### src/rtl/wdt_keyed_pkg.sv
package wdt_keyed_pkg;
  typedef enum logic [1:0] {WD_IDLE, WD_ARMED, WD_ALERT} wd_state_e;
  typedef enum logic [2:0] {CMD_NONE, CMD_START, CMD_RESTART, CMD_STOP, CMD_REKEY} wd_cmd_e;
endpackage

### src/rtl/wdt_cmd_decode.sv
module wdt_cmd_decode
  import wdt_keyed_pkg::*;
#(
  parameter int KEY_W = 3
) (
  input  logic             wr_i,
  input  logic             en_i,
  input  logic [KEY_W-1:0] key_i,
  input  logic [KEY_W-1:0] stored_key_i,
  input  logic             started_i,
  output wd_cmd_e          cmd_o
);
  logic key_inv;
  assign key_inv = (key_i == ~stored_key_i);

  always_comb begin
    cmd_o = CMD_NONE;
    if (wr_i) begin
      if (!started_i)    cmd_o = en_i ? CMD_START : CMD_NONE;
      else if (!key_inv) cmd_o = CMD_REKEY;
      else               cmd_o = en_i ? CMD_RESTART : CMD_STOP;
    end
  end
endmodule

### src/rtl/wdt_stage_timer.sv
module wdt_stage_timer #(
  parameter int CNT_W = 8
) (
  input  logic             clk_i,
  input  logic             rst_ni,
  input  logic             run_i,
  input  logic             clear_i,
  input  logic             tick_i,
  input  logic [CNT_W-1:0] limit_i,
  output logic             expire_o
);
  logic [CNT_W-1:0] cnt_q;

  assign expire_o = run_i && !clear_i && tick_i && (cnt_q == limit_i - CNT_W'(1));

  always_ff @(posedge clk_i or negedge rst_ni) begin
    if (!rst_ni)                 cnt_q <= '0;
    else if (!run_i || clear_i)  cnt_q <= '0;
    else if (expire_o)           cnt_q <= '0;
    else if (tick_i)             cnt_q <= cnt_q + CNT_W'(1);
  end

  // no tick, no progress
  a_r10_hold_without_tick: assert property (@(posedge clk_i) disable iff (!rst_ni)
    (run_i && !clear_i && !tick_i) |=> $stable(cnt_q));
  a_r7_cnt_in_range: assert property (@(posedge clk_i) disable iff (!rst_ni)
    run_i |-> (cnt_q < limit_i));
endmodule

### src/rtl/wdt_keyed.sv
module wdt_keyed
  import wdt_keyed_pkg::*;
#(
  parameter int KEY_W        = 3,
  parameter int STAGE1_TICKS = 1000,
  parameter int STAGE2_TICKS = 33
) (
  input  logic             clk_i,
  input  logic             rst_ni,
  input  logic             wr_i,
  input  logic             wr_en_i,
  input  logic [KEY_W-1:0] wr_key_i,
  input  logic             tick_i,
  output logic             nmi_o,
  output logic             rst_req_o
);
  localparam int MAX_T = (STAGE1_TICKS > STAGE2_TICKS) ? STAGE1_TICKS : STAGE2_TICKS;
  localparam int CNT_W = $clog2(MAX_T + 1);

  wd_state_e        state_q, state_d;
  logic [KEY_W-1:0] key_q, key_d;
  logic             rst_req_q, rst_req_d;
  wd_cmd_e          cmd;
  logic             started, clear, expire;
  logic [CNT_W-1:0] limit;

  assign started = (state_q != WD_IDLE);
  assign clear   = (cmd == CMD_START) || (cmd == CMD_RESTART) || (cmd == CMD_STOP);
  assign limit   = (state_q == WD_ALERT) ? CNT_W'(STAGE2_TICKS) : CNT_W'(STAGE1_TICKS);

  wdt_cmd_decode #(.KEY_W(KEY_W)) i_dec (
    .wr_i        (wr_i),
    .en_i        (wr_en_i),
    .key_i       (wr_key_i),
    .stored_key_i(key_q),
    .started_i   (started),
    .cmd_o       (cmd)
  );

  wdt_stage_timer #(.CNT_W(CNT_W)) i_tmr (
    .clk_i   (clk_i),
    .rst_ni  (rst_ni),
    .run_i   (started),
    .clear_i (clear),
    .tick_i  (tick_i),
    .limit_i (limit),
    .expire_o(expire)
  );

  always_comb begin
    state_d   = state_q;
    key_d     = key_q;
    rst_req_d = 1'b0;
    unique case (cmd)
      CMD_START, CMD_RESTART: begin state_d = WD_ARMED; key_d = wr_key_i; end
      CMD_STOP:               begin state_d = WD_IDLE;  key_d = wr_key_i; end
      default: begin
        if (cmd == CMD_REKEY) key_d = wr_key_i;
        if (expire) begin
          if (state_q == WD_ARMED) state_d = WD_ALERT;
          else begin
            state_d   = WD_IDLE;
            rst_req_d = 1'b1;
          end
        end
      end
    endcase
  end

  always_ff @(posedge clk_i or negedge rst_ni) begin
    if (!rst_ni) begin
      state_q   <= WD_IDLE;
      key_q     <= '0;
      rst_req_q <= 1'b0;
    end else begin
      state_q   <= state_d;
      key_q     <= key_d;
      rst_req_q <= rst_req_d;
    end
  end

  assign nmi_o     = (state_q == WD_ALERT);
  assign rst_req_o = rst_req_q;

  a_r8_rst_single_cycle: assert property (@(posedge clk_i) disable iff (!rst_ni)
    rst_req_o |=> !rst_req_o);
  a_r8_rst_after_nmi: assert property (@(posedge clk_i) disable iff (!rst_ni)
    rst_req_o |-> ($past(nmi_o) && !nmi_o));
  a_r2_idle_ignore: assert property (@(posedge clk_i) disable iff (!rst_ni)
    (!started && wr_i && !wr_en_i) |=> (state_q == WD_IDLE));
  a_r4_stop: assert property (@(posedge clk_i) disable iff (!rst_ni)
    (started && wr_i && !wr_en_i && (wr_key_i == ~key_q)) |=> (!nmi_o && !started));
  a_r6_rekey_only: assert property (@(posedge clk_i) disable iff (!rst_ni)
    (started && wr_i && (wr_key_i != ~key_q) && !tick_i)
      |=> ((state_q == $past(state_q)) && (key_q == $past(wr_key_i))));
endmodule

### config.mk
export PLATFORM = sky130hd
export DESIGN_NAME = wdt_keyed
export DESIGN_NICKNAME = d
export VERILOG_FILES = /design/src/rtl/wdt_keyed_pkg.sv /design/src/rtl/wdt_cmd_decode.sv /design/src/rtl/wdt_stage_timer.sv /design/src/rtl/wdt_keyed.sv
export SDC_FILE = /design/constraint.sdc
export NUM_CORES = 1
export LEC_CHECK = 0
export ABC_AREA = 0
export CORE_MARGIN = 2
export CORE_UTILIZATION = 49
export DETAILED_ROUTE_END_ITERATION = 6
export GPL_TIMING_DRIVEN = 1
export PLACE_DENSITY_LB_ADDON = 0.15
export SLEW_MARGIN = 40
export SYNTH_ARGS = -nofsm -noshare
export SYNTH_HDL_FRONTEND = slang
export SYNTH_SLANG_ARGS = --single-unit
### constraint.sdc
create_clock -name clk_i -period 1.75 [get_ports clk_i]
set_input_delay 0.35 -clock clk_i [delete_from_list [all_inputs] [get_ports clk_i]]
set_output_delay 0.35 -clock clk_i [all_outputs]
set_load 0.005 [all_outputs]
# Word level (Yosys, flattened, before mapping)
# Index checks and enable logic that the tools add are counted.
# Widths: inputs -> output; s select.
# word_totals
mem_bits_ro	0
mem_bits_rw	0
latchBits	0
word_cells	46
input_bits	8
memories	0
reg_bits	16
# op_classes
n_lt_le_gt_ge	0
addsub	2
n_div	0
multipliers	0
shift	0
n_eq_ne	8
reduce_logical	14
muxes	17
bitwise_logic	1
# ops
op	count
$mux 10	4
$mux 3	5
$add 10x1->10 const B	1
$eq 10x10->1	1
$sub 10x1->10 const B	1
$eq 3x2->1 const B	2
$reduce_bool 3->1	2
$mux 1	5
$mux 2	2
$pmux 2 s2	1
$reduce_bool 2->1	2
$eq 3x1->1 const B	1
$eq 3x3->1	1
$eq 3x3->1 const B	1
$logic_and 1x1->1	3
$logic_or 1x1->1	3
$not 3->3	1
$reduce_or 3->1	1
$eq 2x1->1 const B	1
$eq 2x2->1 const B	1
$logic_not 1->1	2
$reduce_or 2->1	1

# Longest topological paths before layout
# depth
depth_word	14
mapped_depth	7

# By module
# From an unflattened synthesis, not the netlist that was laid out.
# hier_totals
hier_cells	162
hier_area_um2	1358.8
# modules_own_cells
mod	instances	area_each_um2	seq_area_each_um2	cells_per_inst
wdt_stage_timer	1	997.2	250.2	127
wdt_keyed	1	284.0	150.1	26
wdt_cmd_decode	1	77.6	0.0	9

# Worst setup path before layout
# No wires, ideal clock.
# synth_path
path_kind	reg-to-reg
startpoint	reg i_tmr.cnt_q[6]
endpoint	reg i_tmr.cnt_q[1]
path_buffers	1
setup_ns	0.122
period_less_slack_ns	1.746
path_slack_ns	0.004
stages_incl_launch_ff	6
t_arrival_ns	1.624
path_cell_list	dfrtp_1 > or4_4 > nor4_4 > a22oi_2 > buf_6 > a32o_1
# synth_via
elab_chain_cells	4
word_cells_on_any_way	5
cone_classes	eq/ne (1); mux (2); reduce/logical (2)
# synth_lines
item	line	rtl
start: declaration	wdt_stage_timer.sv:12	logic [CNT_W-1:0] cnt_q;
start signal: assignment	wdt_stage_timer.sv:20	else if (tick_i) cnt_q <= cnt_q + CNT_W'(1);
$eq 10x10->1 (*)	wdt_stage_timer.sv:14	assign expire_o = run_i && !clear_i && tick_i && (cnt_q == limit_i - CNT_W'(1));
$logic_and 1x1->1 (*)	wdt_stage_timer.sv:14	
$mux 10	wdt_stage_timer.sv:19	else if (expire_o) cnt_q <= '0;
$mux 10	wdt_stage_timer.sv:18	else if (!run_i || clear_i) cnt_q <= '0;
# Mark *: on every way between the ends. The rest lies on a longest branch, timed or not.
# A chain may end at the register's enable or synchronous reset.

# Final worst setup path
# layout_path
startpoint	reg i_tmr.cnt_q[6]
endpoint	reg state_q[1]
# layout_via
elab_chain_cells	3
# layout_lines
item	line	rtl
$eq 10x10->1	wdt_stage_timer.sv:14	
$logic_and 1x1->1	wdt_stage_timer.sv:14	
$reduce_bool 3->1 (no line)	--	
end signal: assignment	wdt_keyed.sv:76	state_q <= state_d;
end: declaration	wdt_keyed.sv:20	wd_state_e state_q, state_d;
# Every way passes these cells.

==> results.yml <==
yosys:
  netlist_area_um2: 958
  yosysMostFrequentCell: "dfrtp_1"
  yosysWarningCount: 0
  synthesis.nets: 108
  synthTopCellsByCount: "dfrtp_1 (16), nand2_1 (9), nor2_1 (8), a31oi_1 (7), nand3_1 (7)"
  synthFlopType: "dfrtp_1"
  netlist_top_cells_area: "dfrtp_1 (42%), a31oi_1 (4.6%), nand3_1 (3.7%)"
  synth_area_leader_cell: "dfrtp_1"
  synth_cells: 99
  async_flop_share_pct: 100
  synth_top_area_share_pct: 41.8
  yosys_register_bits: 16
  synth_edf_count: 0
  syn_area_per_cell_um2: 9.68
  yosysSeqAreaShare_pct: 41.8
  synth.distinct_cells: 36
global_route:
  grt_max_degree: 17
  antenna_found_initial: 0
  grt_usage_pct: 23.4
  grt_pass1_wl_mm: 3.63
  grt_pass1_vias: 848
  grt-ovfl-total: 0
timing:
  worst_slew_pin_slew_ps: 526
  rsz0062_at_grt: "yes"
  fmax_ghz: 0.545
  final.setup.tns_ps: -402
  fin_crit_sh_pct: 105
  slew_violations: 0
  hold_violations: 0
  setup_viol: 8
  maxSlewHeadroom_pct: 64.6
  skew_ps: 5.12
  worst_slack_ps: -85.3
  period_minus_slack_ps: 1840
route:
  first_pass_iters: 4
  routed_via_density: 5.72
  vias: 887
  drt_wl_total_mm: 2.29
  wl_per_cell_um: 14.8
  drtIter0Drc: 27
  detail-route-antenna-nets: 0
  drt_drc_violations_left: 0
critical_path:
  crit_path_max_fanout: 4
  regToRegSetupSlack_ps: -90
  arrival_ps: 2050
  cp-start-kind: "register"
  end_kind: "register"
  crit_type: "register to register"
  critPathRequiredTime_ps: 1960
pwr:
  totalPowerFinal_mw: 1.12
  ir_drop_v: 0.000645
  powerDensity_nw_per_um2: 866
  p_leak_nw: 0.577
layout:
  areaGrowthSynthToFinish_pct: 34.7
  drive_gt1_share_pct: 30.8
  nets: 141
  diodes: 0
  nFillCells: 141
  layout.cells.non_filler: 155
place:
  place_inst: 150
  place_hpwl_mm: 1.65
  io_buffers: 9
  gp_congestion: 0.838
  post-place-ws_ps: -315
floorplan:
  die_h_um: 48.2
  die_w_um: 48.2
  io_pins: 10
  initial_core_util_pct: 53.8
  core_um2: 1780
  num_rows: 15
  dieArea_um2: 2330
status:
  violations: "setup timing"
  status: "complete, but fails checks"
clocking:
  cts_hold_buf: 0
  cts_buffers: 3
  cts_tree: "yes"
  clk_latency_ps: 290
  cts_sinks: 16
  clk_path_buf_depth: 2
  root_buffer: "clkbuf_4"
  clkTransAtPathRegs_ps: 90
  htree_levels: 1
job:
  cap_violations: 0
min_path:
  min_path_type: "input pin to async pin"
[per-stage QoR]
stage / hold slack [ps] / utilization (%) / cell area, µm²
after floorplan: 54.4 / - / 958
after global placement: 511 / 67.8 / 1210
after detailed placement: 520 / 67.8 / 1210
after CTS: 378 / 71.3 / 1270
after global routing: 381 / 72.4 / 1290
final: 370 / 72.4 / 1290
[state kept, by name, summed over array words and instances, names as in the netlist]
name,cells
key_q,3
state_q,2
rst_req_o,1
i_tmr.cnt_q,10
[per-layer routing]
layer	track usage [%]	vias to the layer above	part of all wire [%]
met1	28.3	420	42
met4	10.3	0	1.4
met2	38.4	29	51
li1	-	434	-
met3	7.04	4	5.6
met5	0	-	0
[cell families after synthesis]
family	Yosys count	synth area share, %
compound gates	25	19.3
xor+xnor	4	3.65
simple gates	44	27.0
mux	3	3.52
buf+inv	6	3.39
fa+ha+maj	1	1.31
flops	16	41.8
[layout by cell type, fill, tap and decap left out, types with 4 or more instances in the layout]
master	netlist	routed
nand3_1	7	7
buf_4	0	21
nand2_1	9	9
nor2_1	8	8
a31oi_1	7	5
o21ai_1	3	4
clkdlybuf4s50_1	0	8
dfrtp_1	16	16
[where the power goes]
group / switching [mW] / leakage [nW] / internal (mW) / total (mW)
clock network: 0.113 / 0.0138 / 0.0802 / 0.193
registers: 0.0551 / 0.211 / 0.421 / 0.476
logic: 0.221 / 0.352 / 0.228 / 0.449
total: 0.389 / 0.577 / 0.729 / 1.12
[layout make-up]
type | count | area (µm²) | area share, %
clock buffer | 3 | 22.5 | 1.74
inverter | 3 | 11.3 | 0.872
multi-input combinational | 77 | 568 | 44.0
sequential | 16 | 400 | 31.0
tap | 25 | 31.3 | 2.42
timing repair buffer | 31 | 258 | 20.0
[critical path, cell delays in order (launching register included)]
cell and delay (ps):
dfrtp_1 390, or4_4 560, nor4_4 190, a22oi_2 160
buf_4 160, nand3b_1 140, a21oi_1 160
[path summary, 6_finish.rpt]
path | startpoint | end | cells after the start
worst max-delay path | i_tmr.cnt_q[6] | state_q[1] | 6
worst min-delay path | rst_ni | i_tmr.cnt_q[2] | 2
worst max register to register | i_tmr.cnt_q[6] | state_q[1] | 6
worst min register to register | key_q[0] | key_q[0] | 1
max in group asynchronous | rst_ni | rst_req_o | 2
min in group clk_i | key_q[0] | key_q[0] | 1
[repair_timing]
item,in CTS,in global routing
resized for setup,4,4
cloned,0,0
setup endpoints to repair,8,12
pin swaps,1,1
buffers inserted,2,0
endpoints found under the hold margin,0,0
Power figures use the tool's default switching activity.
